<file path="src/rtl/toll_pkg.sv">
package toll_pkg;

    localparam int STATE_W      = 4;
    localparam int STEP_UNITS   = 5;
    localparam int TOLL_UNITS   = 35;
    localparam int CREDIT_TOP   = TOLL_UNITS / STEP_UNITS;  // first code that is not a credit level
    localparam int STEPS_W      = 4;

    localparam logic [STATE_W-1:0] ST_CREDIT0 = 4'b0000;
    localparam logic [STATE_W-1:0] ST_PAID    = STATE_W'(CREDIT_TOP);
    localparam logic [STATE_W-1:0] ST_NOCAR   = 4'b1000;
    localparam logic [STATE_W-1:0] ST_CHEAT   = 4'b1001;

    typedef struct packed {
        logic [STATE_W-1:0] state;
    } booth_regs_t;

    typedef struct packed {
        logic red;
        logic green;
        logic alarm;
    } lamp_t;

endpackage

</file>
<file path="src/rtl/toll_coin_decode.sv">
module toll_coin_decode #(
    parameter int STEP     = toll_pkg::STEP_UNITS,
    parameter int VAL_LOW  = 5,
    parameter int VAL_MID  = 10,
    parameter int VAL_HIGH = 25,
    parameter int OUT_W    = toll_pkg::STEPS_W
) (
    input  logic [1:0]       coin_code,
    output logic [OUT_W-1:0] coin_steps
);
    localparam int STEPS_LOW  = VAL_LOW  / STEP;
    localparam int STEPS_MID  = VAL_MID  / STEP;
    localparam int STEPS_HIGH = VAL_HIGH / STEP;

    always_comb begin
        unique case (coin_code)
            2'b01:   coin_steps = OUT_W'(STEPS_LOW);
            2'b10:   coin_steps = OUT_W'(STEPS_MID);
            2'b11:   coin_steps = OUT_W'(STEPS_HIGH);
            default: coin_steps = '0;
        endcase
    end
endmodule

</file>
<file path="src/rtl/toll_next_state.sv">
module toll_next_state
    import toll_pkg::*;
(
    input  logic [STATE_W-1:0] state_q,
    input  logic               car_present,
    input  logic [STEPS_W-1:0] coin_steps,
    output logic [STATE_W-1:0] state_d
);
    localparam int SUM_W = STATE_W + 1;

    logic [SUM_W-1:0] credit_sum;
    logic             is_credit;

    assign is_credit  = (state_q < ST_PAID);
    assign credit_sum = {1'b0, state_q} + SUM_W'(coin_steps);

    always_comb begin
        state_d = state_q;
        if (state_q == ST_NOCAR) begin
            if (car_present) state_d = ST_CREDIT0;
        end else if (state_q == ST_PAID) begin
            if (!car_present) state_d = ST_NOCAR;
        end else if (state_q == ST_CHEAT) begin
            if (car_present) state_d = ST_CREDIT0;
        end else if (is_credit) begin
            if (!car_present)
                state_d = ST_CHEAT;
            else if (credit_sum >= SUM_W'(CREDIT_TOP))
                state_d = ST_PAID;
            else
                state_d = credit_sum[STATE_W-1:0];
        end else begin
            // codes 1010..1111 are never entered; recover to the empty lane
            state_d = ST_NOCAR;
        end
    end
endmodule

</file>
<file path="src/rtl/toll_lamp_decode.sv">
module toll_lamp_decode
    import toll_pkg::*;
(
    input  logic [STATE_W-1:0] state_q,
    output lamp_t              lamps
);
    always_comb begin
        lamps = '{red: 1'b1, green: 1'b0, alarm: 1'b0};
        if (state_q == ST_PAID)
            lamps = '{red: 1'b0, green: 1'b1, alarm: 1'b0};
        else if (state_q == ST_CHEAT)
            lamps = '{red: 1'b1, green: 1'b0, alarm: 1'b1};
    end
endmodule

</file>
<file path="src/rtl/toll_booth_ctrl.sv">
module toll_booth_ctrl
    import toll_pkg::*;
(
    input  logic               clk,
    input  logic               rst,
    input  logic               car_present,
    input  logic [1:0]         coin_code,
    output logic               lamp_red,
    output logic               lamp_green,
    output logic               lamp_alarm,
    output logic [STATE_W-1:0] state_code
);
    booth_regs_t        regs_d, regs_q;
    logic [STEPS_W-1:0] coin_steps;
    logic [STATE_W-1:0] state_nxt;
    lamp_t              lamps;

    toll_coin_decode u_coin (
        .coin_code  (coin_code),
        .coin_steps (coin_steps)
    );

    toll_next_state u_next (
        .state_q     (regs_q.state),
        .car_present (car_present),
        .coin_steps  (coin_steps),
        .state_d     (state_nxt)
    );

    toll_lamp_decode u_lamp (
        .state_q (regs_q.state),
        .lamps   (lamps)
    );

    always_comb begin
        regs_d       = regs_q;
        regs_d.state = state_nxt;
    end

    always_ff @(posedge clk) begin
        if (rst) regs_q <= '{state: ST_NOCAR};
        else     regs_q <= regs_d;
    end

    assign lamp_red   = lamps.red;
    assign lamp_green = lamps.green;
    assign lamp_alarm = lamps.alarm;
    assign state_code = regs_q.state;
endmodule

</file>
<file path="config.mk">
export PLATFORM = sky130hd
export DESIGN_NAME = toll_booth_ctrl
export DESIGN_NICKNAME = d
export VERILOG_FILES = /design/src/rtl/toll_pkg.sv /design/src/rtl/toll_coin_decode.sv /design/src/rtl/toll_next_state.sv /design/src/rtl/toll_lamp_decode.sv /design/src/rtl/toll_booth_ctrl.sv
export SDC_FILE = /design/constraint.sdc
export NUM_CORES = 1
export LEC_CHECK = 0
export CAP_MARGIN = 5
export CORE_AREA = 4 4 41 43
export DETAILED_ROUTE_END_ITERATION = 8
export DIE_AREA = 0 0 45 47
export GPL_ROUTABILITY_DRIVEN = 0
export SLEW_MARGIN = 20
export SYNTH_ARGS = -nofsm -noshare
export SYNTH_HDL_FRONTEND = slang
export SYNTH_SLANG_ARGS = --single-unit
export TNS_END_PERCENT = 50
</file>
<file path="constraint.sdc">
create_clock -name clk -period 1.3 [get_ports clk]
set_input_delay 0.26 -clock clk [delete_from_list [all_inputs] [get_ports clk]]
set_output_delay 0.26 -clock clk [all_outputs]
set_load 0.02 [all_outputs]
</file>
==> out/summary.txt, run 1 <==
outcome = finished with violations
violated checks = setup timing
Post-Synth Adder-Cell Area = 18.78%
Crit Path Category = register to register
antenna-violating nets left = 0
total congestion overflow = 0
ys flop type = dfxtp_1
DRC viols = 0
DPL Wire Length = 683.8 um
slowest stage delay, CP = 340 ps
Die Y = 47 um
crit path DAT = 1540 ps
n_diodes = 0
Total Routed Length = 958 um
via/cell ratio = 4.474
main combinational cell family by area after synthesis = compound AO/OA/AOI/OAI gates
CTS buffer count = 3
Fmax = 697.0 MHz
setup TNS = -310.6 ps
Syn Nets = 42
RSZ-0062 raised after global routing = true
Final Max Slew Viols = 0
Reg2Reg Depth = 5
P_leak = 0.2867 nW
endpoints failing setup = 5
Syn Area/Cell = 9.289 sq um
Worst Max-Slew Pin Slew = 271.1 ps
IO buf count = 11
Min Hold Slack = 611.5 ps
cts hold-fix bufs = 0
Initial DRC Count = 2
Hold Path End = state_code[0]
CP top delay family = compound AO/OA/AOI/OAI gates
Root Buffer = clkbuf_4
crit path cell chain = buf_6, ha_4, a21o_1, a2111oi_4, o41ai_2
share of cells above drive strength 1 = 63.93%
Total GRT Usage = 10.59%
hold depth = 2
Seq/Total Area, Yosys = 26.12%
vias in the first global route = 372
Worst path slowest cell = dfxtp_4
final worst setup slack = -134.6 ps
Crit Reg-Reg Startpoint = state_code[1]
Num Clock Sinks = 4
Final Cycle Share = 110.4%
Reg2Reg Setup Slack = -130 ps
die width = 45 um
max reg flops = 4
CTS tree = yes
core area = 1301 sq um
Starting Density = 23.56%
Wirelength per Cell = 12.61 um
Max-cap violations = 0
htree depth = 1
worst min path class = register to register
Mapped Cells = 33
Syn-to-layout area delta = 102.4%
TritonRoute pass-1 iters = 2
I/O pin cnt = 12
Worst setup EP type = register
Nets = 71
Worst EP required = 1410 ps
CTS max path bufs = 2
CP Max Fanout = 3
Post-Synthesis Cell Area = 306.5 sq um
DR vias = 340
Layout Skew = 6.965 ps
Worst VDD drop = 0.5796 mV
WP buf/inv = 1
Max-slew headroom = 81.73%
hold_sp = state_code[3]
Critical R2R Capture = state_code[0]
fin crit period = 1435 ps
Clock transition at path regs = 40 ps
Synth Area in Simple Gates = 22.86%
die area = 2115 sq um
P per Cell Area = 670.8 nW/um^2
Fin. Hold Viols = 0
antenna violations before repair = 0
Yosys cell types = 21
FP Rows = 13
multiplexer area fraction after synthesis = 0%
Worst setup SP type = register
largest net degree at the start of global routing = 6
Post-synth ARST share = 0%
EDFF count, synth = 0
Synth Warn # = 0
compound-gate portion of the synthesized area = 23.27%
worst skew pair latency = 240 ps
first-pass GRT wire length = 1600 um
xor and xnor area share after synthesis = 2.857%
Yosys reg bits = 4
-- cell usage after synthesis (2+ instances only) --
cell type  n  share of area, %
a21oi_1    2               3.3
nand2b_1   2               4.1
dfxtp_1    4                26
ha_1       3                12
inv_1      4               4.9
o21ai_0    2               3.3
nor3_1     2               3.3
-- worst max path at each step --
stage                              from             to  slack, ps  cells past startpoint
after floorplan            coin_code[0]  state_code[0]        -40                      6
after global placement     coin_code[0]  state_code[0]       -610                      7
after detailed placement   coin_code[0]  state_code[0]       -680                      7
after CTS                 state_code[1]  state_code[0]       -130                      5
after global routing      state_code[1]  state_code[0]       -190                      5
final                     state_code[1]  state_code[0]       -130                      5
-- kinds of logic (layout without fill, tap and decap cells) --
| family | Yosys count | count (layout) |
|---|---|---|
| AND/OR/NAND/NOR | 11 | 11 |
| buffers and inverters | 5 | 33 |
| XOR/XNOR | 1 | 1 |
| adder cells (fa/ha/maj) | 4 | 4 |
| flip-flops | 4 | 4 |
| AO/OA/AOI/OAI | 8 | 8 |
-- layer usage --
metal  wire (um)  vias up  track usage (%)  part of all wire (%)
met3          65        0            4.215                   6.8
li1            -      177                -                     -
met5           0        -                0                     0
met4           0        0            1.754                     0
met2         558       10            21.19                    58
met1         333      153            10.25                    35
-- timing repair --
item	in CTS	in global routing
pin swaps	6	2
endpoints found under the setup margin	10	8
gates resized for setup	35	10
buffers inserted	2	0
-- worst register-to-register path, cell delays in order (launching register included) --
cell and delay [ps]:
dfxtp_4 340, buf_6 120, ha_4 220, a21o_1 200, a2111oi_4 310, o41ai_2 120
-- cell type report --
cell class | count | area [sq um]
fillers | 145 | 680.7
multi-input cells | 24 | 279.0
repair buffers | 24 | 188.9
flip-flops and latches | 4 | 88.84
clock buffers | 4 | 26.28
inverters | 5 | 18.77
well taps | 15 | 18.77
-- report_power, final --
group	switching (W)	leakage (nW)	total (W)	internal, W
combinational	0.0000498	0.237	0.000113	0.0000630
clock	0.0000592	0.0150	0.000175	0.000116
sequential	0.00000396	0.0347	0.000129	0.000125
total	0.000113	0.287	0.000416	0.000303
-- stage by stage --
step	cell area, sq um	util [%]	power [W]	worst slack [ps]	instances
6_report	620.6	47.69	0.0004163	-134.6	76
5_1_grt	620.6	47.69	0.0004424	-188.6	76
4_1_cts	611.8	47.02	0.0004179	-125.8	76
3_5_place_dp	544.3	41.83	0.0002318	-682.1	70
3_3_place_gp	544.3	41.83	0.0002296	-612.4	70
2_1_floorplan	332.8	-	0.0001780	-35.76	33
-- placed cells by master, fill, tap and decap left out, types with 2 or more instances in the layout --
cell             count
buf_4               13
inv_2                3
ha_4                 3
clkbuf_4             3
buf_6                3
inv_1                2
a21oi_1              2
o21ai_0              2
clkdlybuf4s50_1      2
dlygate4sd2_1        2
clkbuf_2             2
buf_2                2
dfxtp_4              2
No activity file was read; power rests on OpenSTA's default activity.
==> inputs of run 2 (changes only) <==
- SLEW_MARGIN: 20 -> unset
==> results of run 2 <==
Same layout as run 1: the final DEF is identical, and so are final timing and power.
